### config.mk
export PLATFORM = sky130hd
export DESIGN_NAME = adc_serial_ctrl
export DESIGN_NICKNAME = d
export VERILOG_FILES = /design/src/rtl/adc_sif_pkg.sv /design/src/rtl/adc_pin_sync.sv /design/src/rtl/adc_reg_bank.sv /design/src/rtl/adc_frame_engine.sv /design/src/rtl/adc_serial_ctrl.sv
export SDC_FILE = /design/constraint.sdc
export NUM_CORES = 1
export LEC_CHECK = 0
export BUFFER_PORTS_ARGS = -buffer_cell sky130_fd_sc_hd__buf_2
export CAP_MARGIN = 5
export CORE_MARGIN = 10
export CORE_UTILIZATION = 30
export CTS_CLUSTER_SIZE = 8
export DETAILED_ROUTE_END_ITERATION = 10
export HOLD_SLACK_MARGIN = 0.05
export PLACE_DENSITY = 0.48
export SETUP_SLACK_MARGIN = 0.5
export SLEW_MARGIN = 15
export SYNTH_ARGS = -nofsm -noshare
export SYNTH_HDL_FRONTEND = slang
export SYNTH_SLANG_ARGS = --single-unit
### constraint.sdc
create_clock -name clk -period 2 [get_ports clk]
set_input_delay 0.1 -clock clk [delete_from_list [all_inputs] [get_ports clk]]
set_output_delay 0.1 -clock clk [all_outputs]
set_load 0.02 [all_outputs]
### src/rtl/adc_sif_pkg.sv
// Shared constants and types for the converter serial front end.
// Assumes a 3-bit register address field in the command byte.
package adc_sif_pkg;

    // Frame engine phases
    typedef enum logic [2:0] {
        PH_CMD     = 3'd0,  // collecting a command byte
        PH_WR      = 3'd1,  // collecting a write data byte
        PH_RD_ARM  = 3'd2,  // waiting for the falling edge that loads the shifter
        PH_RD      = 3'd3,  // shifting out a register
        PH_CR_IDLE = 3'd4,  // streaming, nothing being shifted
        PH_CR_RD   = 3'd5   // streaming, word being shifted
    } phase_e;

    localparam logic [2:0] ADDR_STAT = 3'd0;
    localparam logic [2:0] ADDR_MODE = 3'd1;
    localparam logic [2:0] ADDR_DATA = 3'd3;

    localparam logic [1:0] MODE_CONT    = 2'b00;
    localparam logic [1:0] MODE_SINGLE  = 2'b01;
    localparam logic [1:0] MODE_STANDBY = 2'b10;

    localparam logic [7:0] CMD_STREAM_EXIT = 8'h58;

endpackage

### src/rtl/adc_pin_sync.sv
// Synchronises the three serial input pins to clk and derives one-cycle
// rising/falling serial-clock pulses and a select-fall pulse.
// Assumes ser_clk is much slower than clk (several clk cycles per half period).
module adc_pin_sync #(
    parameter int SYNC_STAGES = 2
) (
    input  logic clk,
    input  logic rst_n,
    input  logic ser_clk,
    input  logic sel_n,
    input  logic sdi,
    output logic clk_rise,
    output logic clk_fall,
    output logic sel_n_s,
    output logic sel_fall,
    output logic sdi_s
);
    // bit 2 = ser_clk, bit 1 = sel_n, bit 0 = sdi
    localparam logic [2:0] IDLE_PINS = 3'b110;

    logic [2:0] stage_q [SYNC_STAGES];
    logic       sclk_prev_q;
    logic       sel_prev_q;

    for (genvar k = 0; k < SYNC_STAGES; k++) begin : g_stage
        if (k == 0) begin : g_first
            // Capture the raw pins
            always_ff @(posedge clk) begin
                if (!rst_n) stage_q[0] <= IDLE_PINS;
                else        stage_q[0] <= {ser_clk, sel_n, sdi};
            end
        end else begin : g_next
            // Pass the pins further down the chain
            always_ff @(posedge clk) begin
                if (!rst_n) stage_q[k] <= IDLE_PINS;
                else        stage_q[k] <= stage_q[k-1];
            end
        end
    end

    // Remember last synchronised clock and select levels for edge detection
    always_ff @(posedge clk) begin
        if (!rst_n) begin
            sclk_prev_q <= 1'b1;
            sel_prev_q  <= 1'b1;
        end else begin
            sclk_prev_q <= stage_q[SYNC_STAGES-1][2];
            sel_prev_q  <= stage_q[SYNC_STAGES-1][1];
        end
    end

    assign clk_rise = stage_q[SYNC_STAGES-1][2] & ~sclk_prev_q;
    assign clk_fall = ~stage_q[SYNC_STAGES-1][2] & sclk_prev_q;
    assign sel_n_s  = stage_q[SYNC_STAGES-1][1];
    assign sel_fall = ~stage_q[SYNC_STAGES-1][1] & sel_prev_q;
    assign sdi_s    = stage_q[SYNC_STAGES-1][0];

endmodule

### src/rtl/adc_reg_bank.sv
// Holds the mode field, the ready flag and the captured conversion word.
// Presents the register selected by rd_addr left-aligned with its length.
// Assumes DATA_W > 8 and one-cycle strobes from the frame engine.
module adc_reg_bank
    import adc_sif_pkg::*;
#(
    parameter int DATA_W = 24,
    localparam int CNT_W = $clog2(DATA_W + 1)
) (
    input  logic              clk,
    input  logic              rst_n,
    input  logic              soft_rst,
    input  logic              conv_done,
    input  logic [DATA_W-1:0] conv_word,
    input  logic              mode_we,
    input  logic [1:0]        mode_wdata,
    input  logic [2:0]        rd_addr,
    input  logic              rd_start,
    input  logic              rd_done,
    output logic [DATA_W-1:0] rd_word,
    output logic [CNT_W-1:0]  rd_len,
    output logic              fresh_n,
    output logic              new_data,
    output logic              mod_run
);
    localparam int PAD_W = DATA_W - 8;

    logic [1:0]        mode_q;
    logic [DATA_W-1:0] word_q;
    logic              fresh_n_q;
    logic              newer_q;   // a capture happened after the shifter was loaded
    logic              new_data_q;
    logic              accept;

    assign mod_run = ~mode_q[1];
    assign accept  = conv_done & mod_run;

    // Register updates: captures, mode changes and the ready flag
    always_ff @(posedge clk) begin
        if (!rst_n) begin
            mode_q     <= MODE_CONT;
            word_q     <= '0;
            fresh_n_q  <= 1'b1;
            newer_q    <= 1'b0;
            new_data_q <= 1'b0;
        end else if (soft_rst) begin
            mode_q     <= MODE_CONT;
            fresh_n_q  <= 1'b1;
            newer_q    <= 1'b0;
            new_data_q <= 1'b0;
        end else begin
            new_data_q <= accept;
            if (accept) word_q <= conv_word;
            if (mode_we)                           mode_q <= mode_wdata;
            else if (accept && mode_q == MODE_SINGLE) mode_q <= MODE_STANDBY;
            if (accept)                      fresh_n_q <= 1'b0;
            else if (rd_done && !newer_q)    fresh_n_q <= 1'b1;
            if (accept)        newer_q <= 1'b1;
            else if (rd_start) newer_q <= 1'b0;
        end
    end

    // Read mux: short registers are left-aligned in the shift word
    always_comb begin
        rd_len = CNT_W'(8);
        unique case (rd_addr)
            ADDR_STAT: rd_word = {fresh_n_q, 5'b00000, mode_q, {PAD_W{1'b0}}};
            ADDR_MODE: rd_word = {6'b000000, mode_q, {PAD_W{1'b0}}};
            ADDR_DATA: begin
                rd_word = word_q;
                rd_len  = CNT_W'(DATA_W);
            end
            default:   rd_word = '0;
        endcase
    end

    assign fresh_n  = fresh_n_q;
    assign new_data = new_data_q;

    AST_READY_ON_CAPTURE: assert property (@(posedge clk) disable iff (!rst_n)
        accept && !soft_rst |=> !fresh_n_q);
    AST_SINGLE_TO_STANDBY: assert property (@(posedge clk) disable iff (!rst_n)
        accept && !soft_rst && !mode_we && mode_q == MODE_SINGLE |=> mode_q == MODE_STANDBY);
    AST_STANDBY_HOLDS_WORD: assert property (@(posedge clk) disable iff (!rst_n)
        !mod_run |=> $stable(word_q));
    AST_SOFT_DEFAULTS: assert property (@(posedge clk) disable iff (!rst_n)
        soft_rst |=> mode_q == MODE_CONT && fresh_n_q);

endmodule

### src/rtl/adc_frame_engine.sv
// Serial frame engine: decodes command bytes, collects write data, shifts
// register contents out, runs streaming mode and watches for 32 ones.
// Assumes synchronised inputs with one-cycle edge pulses from adc_pin_sync.
module adc_frame_engine
    import adc_sif_pkg::*;
#(
    parameter int DATA_W     = 24,
    parameter int ONES_LIMIT = 32,
    localparam int CNT_W  = $clog2(DATA_W + 1),
    localparam int ONES_W = $clog2(ONES_LIMIT + 1)
) (
    input  logic              clk,
    input  logic              rst_n,
    input  logic              clk_rise,
    input  logic              clk_fall,
    input  logic              sel_n_s,
    input  logic              sel_fall,
    input  logic              sdi_s,
    input  logic              fresh_n,
    input  logic              new_data,
    input  logic [DATA_W-1:0] rd_word,
    input  logic [CNT_W-1:0]  rd_len,
    output logic [2:0]        rd_addr,
    output logic              mode_we,
    output logic [1:0]        mode_wdata,
    output logic              rd_start,
    output logic              rd_done,
    output logic              soft_rst,
    output logic              sdo
);
    localparam logic [CNT_W-1:0] LAST_BIT  = CNT_W'(7);
    localparam logic [CNT_W-1:0] LAST_WORD = CNT_W'(DATA_W - 1);

    phase_e            phase_q;
    logic [CNT_W-1:0]  bit_cnt_q;
    logic [CNT_W-1:0]  len_q;
    logic [6:0]        cmd_sh_q;
    logic              wr_prev_q;
    logic [DATA_W-1:0] tx_q;
    logic              rose_q;     // a rising edge has passed since the last shift
    logic [2:0]        addr_q;
    logic              stream_q;
    logic [2:0]        ex_cnt_q;
    logic [6:0]        ex_sh_q;
    logic [ONES_W-1:0] ones_q;
    logic              mode_we_q, rd_start_q, rd_done_q, soft_q;
    logic [1:0]        mode_wdata_q;

    logic [7:0] cmd_byte;
    logic [7:0] ex_byte;
    logic       cmd_ok;
    logic       ones_hit;
    logic       exit_hit;
    logic       stream_load;

    assign cmd_byte    = {cmd_sh_q, sdi_s};
    assign ex_byte     = {ex_sh_q, sdi_s};
    assign cmd_ok      = !cmd_byte[7] && cmd_byte[1:0] == 2'b00;
    assign ones_hit    = !sel_n_s && clk_rise && sdi_s && ones_q == ONES_W'(ONES_LIMIT - 1);
    assign exit_hit    = stream_q && clk_rise && ex_cnt_q == 3'd7 && ex_byte == CMD_STREAM_EXIT;
    assign stream_load = stream_q && (new_data || (sel_fall && !fresh_n));
    assign rd_addr     = stream_q ? ADDR_DATA : addr_q;

    // Frame sequencing, shifting, streaming control and the ones watchdog
    always_ff @(posedge clk) begin
        if (!rst_n || ones_hit) begin
            phase_q      <= PH_CMD;
            bit_cnt_q    <= '0;
            len_q        <= CNT_W'(8);
            cmd_sh_q     <= '0;
            wr_prev_q    <= 1'b0;
            tx_q         <= '0;
            rose_q       <= 1'b0;
            addr_q       <= ADDR_STAT;
            stream_q     <= 1'b0;
            ex_cnt_q     <= '0;
            ex_sh_q      <= '0;
            ones_q       <= '0;
            mode_we_q    <= 1'b0;
            mode_wdata_q <= MODE_CONT;
            rd_start_q   <= 1'b0;
            rd_done_q    <= 1'b0;
            soft_q       <= rst_n;
        end else begin
            mode_we_q  <= 1'b0;
            rd_start_q <= 1'b0;
            rd_done_q  <= 1'b0;
            soft_q     <= 1'b0;

            if (sel_n_s)       ones_q <= '0;
            else if (clk_rise) ones_q <= sdi_s ? ones_q + ONES_W'(1) : '0;

            if (sel_n_s) begin
                phase_q   <= stream_q ? PH_CR_IDLE : PH_CMD;
                bit_cnt_q <= '0;
                ex_cnt_q  <= '0;
                rose_q    <= 1'b0;
            end else if (stream_load) begin
                tx_q       <= rd_word;
                phase_q    <= PH_CR_RD;
                bit_cnt_q  <= '0;
                ex_cnt_q   <= '0;
                rose_q     <= 1'b0;
                rd_start_q <= 1'b1;
            end else begin
                if (stream_q && clk_rise) begin
                    ex_sh_q  <= ex_byte[6:0];
                    ex_cnt_q <= ex_cnt_q + 3'd1;
                end
                unique case (phase_q)
                    PH_CMD: if (clk_rise) begin
                        cmd_sh_q  <= cmd_byte[6:0];
                        bit_cnt_q <= bit_cnt_q + CNT_W'(1);
                        if (bit_cnt_q == LAST_BIT) begin
                            bit_cnt_q <= '0;
                            if (cmd_ok) begin
                                addr_q <= cmd_byte[5:3];
                                if (!cmd_byte[6]) begin
                                    phase_q <= PH_WR;
                                end else if (cmd_byte[5:3] == ADDR_DATA && cmd_byte[2]) begin
                                    stream_q <= 1'b1;
                                    ex_cnt_q <= '0;
                                    phase_q  <= PH_CR_IDLE;
                                end else begin
                                    phase_q <= PH_RD_ARM;
                                end
                            end
                        end
                    end
                    PH_WR: if (clk_rise) begin
                        wr_prev_q <= sdi_s;
                        bit_cnt_q <= bit_cnt_q + CNT_W'(1);
                        if (bit_cnt_q == LAST_BIT) begin
                            bit_cnt_q    <= '0;
                            phase_q      <= PH_CMD;
                            mode_we_q    <= (addr_q == ADDR_MODE);
                            mode_wdata_q <= {wr_prev_q, sdi_s};
                        end
                    end
                    PH_RD_ARM: if (clk_fall) begin
                        tx_q       <= rd_word;
                        len_q      <= rd_len;
                        bit_cnt_q  <= '0;
                        rose_q     <= 1'b0;
                        phase_q    <= PH_RD;
                        rd_start_q <= (addr_q == ADDR_DATA);
                    end
                    PH_RD: begin
                        if (clk_rise) begin
                            rose_q <= 1'b1;
                            if (bit_cnt_q == len_q - CNT_W'(1)) begin
                                bit_cnt_q <= '0;
                                phase_q   <= PH_CMD;
                                rd_done_q <= (addr_q == ADDR_DATA);
                            end else begin
                                bit_cnt_q <= bit_cnt_q + CNT_W'(1);
                            end
                        end else if (clk_fall && rose_q) begin
                            tx_q   <= {tx_q[DATA_W-2:0], 1'b0};
                            rose_q <= 1'b0;
                        end
                    end
                    PH_CR_IDLE: ;
                    PH_CR_RD: begin
                        if (clk_rise) begin
                            rose_q <= 1'b1;
                            if (bit_cnt_q == LAST_WORD) begin
                                bit_cnt_q <= '0;
                                phase_q   <= PH_CR_IDLE;
                                rd_done_q <= 1'b1;
                            end else begin
                                bit_cnt_q <= bit_cnt_q + CNT_W'(1);
                            end
                        end else if (clk_fall && rose_q) begin
                            tx_q   <= {tx_q[DATA_W-2:0], 1'b0};
                            rose_q <= 1'b0;
                        end
                    end
                    default: phase_q <= PH_CMD;
                endcase
                if (exit_hit) begin
                    stream_q  <= 1'b0;
                    phase_q   <= PH_CMD;
                    bit_cnt_q <= '0;
                end
            end
        end
    end

    // Output line: data while shifting, ready flag otherwise, high when deselected
    always_comb begin
        if (sel_n_s)                                    sdo = 1'b1;
        else if (phase_q == PH_RD || phase_q == PH_CR_RD) sdo = tx_q[DATA_W-1];
        else                                            sdo = fresh_n;
    end

    assign mode_we    = mode_we_q;
    assign mode_wdata = mode_wdata_q;
    assign rd_start   = rd_start_q;
    assign rd_done    = rd_done_q;
    assign soft_rst   = soft_q;

    AST_STREAM_RESTART: assert property (@(posedge clk) disable iff (!rst_n)
        stream_q && new_data && !sel_n_s && !ones_hit |=> phase_q == PH_CR_RD && bit_cnt_q == '0);
    AST_DESELECT_IDLE: assert property (@(posedge clk) disable iff (!rst_n)
        sel_n_s |=> phase_q == PH_CMD || phase_q == PH_CR_IDLE);
    AST_BAD_CMD_IGNORED: assert property (@(posedge clk) disable iff (!rst_n)
        phase_q == PH_CMD && clk_rise && !sel_n_s && bit_cnt_q == LAST_BIT && !cmd_ok && !ones_hit
        |=> phase_q == PH_CMD);
    AST_ONES_CLEAR_STREAM: assert property (@(posedge clk) disable iff (!rst_n)
        ones_hit |=> !stream_q && phase_q == PH_CMD);

endmodule

### src/rtl/adc_serial_ctrl.sv
// Top of the converter serial front end: pin synchroniser, frame engine and
// register bank. Assumes ser_clk half periods of several clk cycles.
module adc_serial_ctrl #(
    parameter int DATA_W      = 24,
    parameter int SYNC_STAGES = 2,
    parameter int ONES_LIMIT  = 32
) (
    input  logic              clk,
    input  logic              rst_n,
    input  logic              sel_n,
    input  logic              ser_clk,
    input  logic              sdi,
    output logic              sdo,
    input  logic              conv_done,
    input  logic [DATA_W-1:0] conv_word,
    output logic              mod_run
);
    localparam int CNT_W = $clog2(DATA_W + 1);

    logic              clk_rise, clk_fall, sel_n_s, sel_fall, sdi_s;
    logic              fresh_n, new_data;
    logic [DATA_W-1:0] rd_word;
    logic [CNT_W-1:0]  rd_len;
    logic [2:0]        rd_addr;
    logic              mode_we, rd_start, rd_done, soft_rst;
    logic [1:0]        mode_wdata;

    adc_pin_sync #(.SYNC_STAGES(SYNC_STAGES)) u_sync (
        .clk(clk), .rst_n(rst_n), .ser_clk(ser_clk), .sel_n(sel_n), .sdi(sdi),
        .clk_rise(clk_rise), .clk_fall(clk_fall), .sel_n_s(sel_n_s),
        .sel_fall(sel_fall), .sdi_s(sdi_s)
    );

    adc_frame_engine #(.DATA_W(DATA_W), .ONES_LIMIT(ONES_LIMIT)) u_engine (
        .clk(clk), .rst_n(rst_n), .clk_rise(clk_rise), .clk_fall(clk_fall),
        .sel_n_s(sel_n_s), .sel_fall(sel_fall), .sdi_s(sdi_s),
        .fresh_n(fresh_n), .new_data(new_data), .rd_word(rd_word), .rd_len(rd_len),
        .rd_addr(rd_addr), .mode_we(mode_we), .mode_wdata(mode_wdata),
        .rd_start(rd_start), .rd_done(rd_done), .soft_rst(soft_rst), .sdo(sdo)
    );

    adc_reg_bank #(.DATA_W(DATA_W)) u_bank (
        .clk(clk), .rst_n(rst_n), .soft_rst(soft_rst),
        .conv_done(conv_done), .conv_word(conv_word),
        .mode_we(mode_we), .mode_wdata(mode_wdata), .rd_addr(rd_addr),
        .rd_start(rd_start), .rd_done(rd_done), .rd_word(rd_word), .rd_len(rd_len),
        .fresh_n(fresh_n), .new_data(new_data), .mod_run(mod_run)
    );

endmodule

==> out/qor.csv <==
stage,metric,value,unit
outcome,outcome,"complete, no violations",
clocking,Root Buffer,clkbuf_16,
drt,Remaining DRCs,0,
clocking,Skew-Pair Late Insertion Delay,0.37,ns
drt,WL met3,579,um
timing,count of final setup violators,0,
clocking,Num Clock Sinks,105,
grt,initial antenna violation count,0,
logic_synthesis,Post-Syn Area,4880,sq um
die,Die Area,21800,sq um
timing,Final Max Tran Viols,0,
layout,synthesis-to-layout area growth,52.3,%
hold_path,hold path start,conv_done,
pwr,Pwr per Cell Area,578,nW/um^2
drt,Detail Route Antenna Nets,0,
timing,FMAX,547,MHz
clocking,CTS tree,yes,
clocking,number of CTS-inserted buffers,9,
layout,"Cell Count, Final, Fillers Out",919,
drt,Initial DRT Pass Iterations,4,
drt,wire per inst,16.4,um
drt,Met2 Wirelength,7.33,mm
logic_synthesis,Post-synth EDFFs,0,
timing,fin crit period,1.83,ns
placed_design,Post-Place Cells,821,
worst_setup_path,reg-to-reg endpoint,u_engine.phase_q[2],
timing,Final Hold Vio Count,0,
drt,met1 WL,6.86,mm
die,Die X,148,um
timing,TNS Setup,0,ns
job,max_cap viols,0,
hold_path,Hold Crit Class,primary input to flip-flop,
grt,first-pass GRT wire length,22.5,mm
logic_synthesis,post-synth cell types,60,
drt,top layer used by detailed routing,met4,
hold_path,Hold EP,u_bank.mode_q[1],
logic_synthesis,Synth Register Bits,105,
worst_setup_path,"Req. time, crit path",2.28,ns
logic_synthesis,Most used DFF post-synth,dfxtp_1,
clocking,H-Tree Depth,3,
grt,grt ovf,0,
logic_synthesis,syn_nets,619,
layout,Final Net Count,732,
clocking,buffer depth of the longest clock path,2,
timing,max_slew headroom,0.668,
timing,fin crit share,0.913,
drt,Via density,5.05,
die,# IOs,32,
worst_setup_path,worst path arrival time,2.10,ns
clocking,"CTS clk-pin slew, worst paths",0.08,ns
placed_design,HPWL after DPL,8.69,mm
worst_setup_path,CP startpoint,u_engine.bit_cnt_q[0],
worst_setup_path,crit path max fanout,5,
logic_synthesis,sequential fraction of the synthesis area,0.431,
drt,vias,4641,
worst_setup_path,CP endpoint kind,flip-flop,
timing,Final Skew,0.0125,ns
logic_synthesis,Syn Inst Count,585,
timing,RSZ-0062 raised after global routing,true,
hold_path,Hold Path Cell Cnt,5,
grt,pin count of the biggest net entering global routing,49,
timing,Slew @ Worst Pin,0.496,ns
placed_design,gpl congestion,0.838,
worst_setup_path,WS Path Type,flip-flop to flip-flop,
die,initial core utilization,0.306,
drt,initial drt markers,223,
pwr,VDD IR max,0.470,mV
layout,# diodes,0,
worst_setup_path,R2R Setup Slk,0.17,ns
logic_synthesis,"FFs w/ async S/R, synth",0,
placed_design,port bufs,31,
drt,final wirelength,15.0,mm
die,Core Region,15900,sq um
grt,vias in the first global route,4391,
worst_setup_path,FF-to-FF path depth,7,
logic_synthesis,Mapped Avg Cell Area,8.35,sq um
worst_setup_path,Startpoint Class,flip-flop,
die,chip height,148,um
die,row cnt,46,
layout,Filler cells,1495,
grt,GR Util All Layers,0.127,
logic_synthesis,Ys Warns,0,
worst_setup_path,reg2reg start,u_engine.bit_cnt_q[0],
layout,share of cells above drive strength 1,0.381,
pwr,Leak Pwr,2.55,nW
==> layout make-up <==
type	instances	area (sq um)	share of cell area
Multi-Input combinational cell	434	3230	0.435
Sequential cell	105	2140	0.287
Timing Repair Buffer	144	1480	0.199
Tap cell	216	270	0.0363
Clock buffer	10	239	0.0321
Clock inverter	6	61.3	0.00824
Inverter	4	15.0	0.00202
==> how the worst max path moves through the flow <==
stage | end | cells past startpoint
after detailed placement | u_engine.tx_q[4] | 7
after global placement | u_engine.phase_q[1] | 6
final | u_engine.phase_q[2] | 7
after global routing | u_engine.phase_q[2] | 7
after CTS | sdo | 6
after floorplan | u_engine.ex_cnt_q[1] | 6
==> metrics by stage <==
| stage | setup WS (ns) | instance area, sq um | total power, W | util | hold WS (ns) |
|---|---|---|---|---|---|
| 2_1_floorplan | 0.449 | 4960 | 0.00232 | - | 0.201 |
| 3_3_place_gp | 0.185 | 5460 | 0.00240 | 0.342 | 0.280 |
| 3_5_place_dp | 0.158 | 5460 | 0.00241 | 0.342 | 0.285 |
| 4_1_cts | 0.252 | 6560 | 0.00428 | 0.412 | 0.138 |
| 5_1_grt | 0.150 | 7440 | 0.00446 | 0.466 | 0.233 |
| 6_report | 0.173 | 7440 | 0.00430 | 0.466 | 0.147 |
==> per-layer routing <==
metal  vias to the layer above  track usage
li1                       2310            -
met1                      2236        0.163
met2                        75        0.204
met3                        20       0.0330
met4                         0       0.0357
met5                         -            0
==> Yosys cell counts, drive strengths merged, types with 3 or more instances <==
library cell	n	area, sq um
dfxtp	105	2100
nand2	102	385
nor2	46	173
a21oi	37	185
a21boi	27	203
buf	26	150
a211oi	23	188
nor3b	23	178
o21ai	22	114
a31oi	21	131
nand3	21	105
clkbuf	16	60.1
nand2b	13	81.3
nor2b	9	56.3
nor3	9	55.1
nand4	6	37.5
and2	5	31.3
o211ai	5	37.5
or2	5	31.3
ha	4	50.1
mux2i	4	40.0
nand3b	4	30.0
nor4	4	55.1
o2111ai	4	35.0
xnor2	4	35.0
xor2	4	42.6
and3b	3	26.3
inv	3	11.3
nand4bb	3	33.8
o21a	3	22.5
==> logic make-up (layout without fill, tap and decap cells) <==
kind of cell,Yosys count,after routing,synth area share
AND/OR/NAND/NOR,263,263,0.280
AO/OA/AOI/OAI,155,155,0.209
flip-flops,105,105,0.431
buffers and inverters,46,164,0.0461
XOR/XNOR,8,8,0.0159
adder cells (fa/ha/maj),4,4,0.0103
multiplexers,4,4,0.00820
==> placed cells by master, fill, tap and decap left out, types with 6 or more instances in the layout <==
cell type	synthesis	final
nor2_1	46	23
nor3b_1	22	21
a21oi_1	37	10
dfxtp_4	0	7
a21boi_0	27	25
nand3_1	21	19
o21ai_0	18	13
nor2_4	0	13
a21oi_2	0	24
nand4_1	6	6
nor2b_1	9	6
dlygate4sd3_1	0	30
dfxtp_2	0	7
buf_2	21	30
nand2_1	101	97
o21ai_1	3	6
buf_4	1	47
nor2_2	0	10
nand2b_1	13	10
buf_12	0	12
a211oi_2	3	17
buf_6	3	13
dfxtp_1	105	91
a31oi_1	21	21
clkbuf_16	0	15
==> sequential cells by signal, indices dropped and copies added, names as in the netlist, 2 cells and up <==
signal	cells
u_bank.mode_q	2
u_bank.word_q	24
u_engine.addr_q	3
u_engine.bit_cnt_q	5
u_engine.cmd_sh_q	7
u_engine.ex_cnt_q	3
u_engine.ex_sh_q	7
u_engine.mode_wdata	2
u_engine.ones_q	6
u_engine.phase_q	3
u_engine.tx_q	24
u_sync.stage_q	6
==> worst max-delay path, cell delays in order (launching register included) <==
cell and delay [ns]:
dfxtp_4 0.37, ha_4 0.18, and3b_2 0.25, a21oi_4 0.18, a211oi_4 0.05, buf_4 0.15, a211oi_4 0.31, mux2i_1 0.24
==> repair_timing <==
item	in CTS	in global routing
gates cloned	4	9
pin swaps	8	41
hold buffers	30	0
hold endpoints to repair	30	0
resized for setup	57	128
setup buffers	21	18
setup endpoints to repair	66	87
==> power by group <==
group	internal, W	switching, W	total, W	leakage (nW)
combinational	0.000195	0.000164	0.000358	1.55
clock	0.000907	0.000879	0.00179	0.144
sequential	0.00212	0.0000322	0.00215	0.859
total	0.00322	0.00107	0.00430	2.55
No activity file was read; power rests on OpenSTA's default activity.
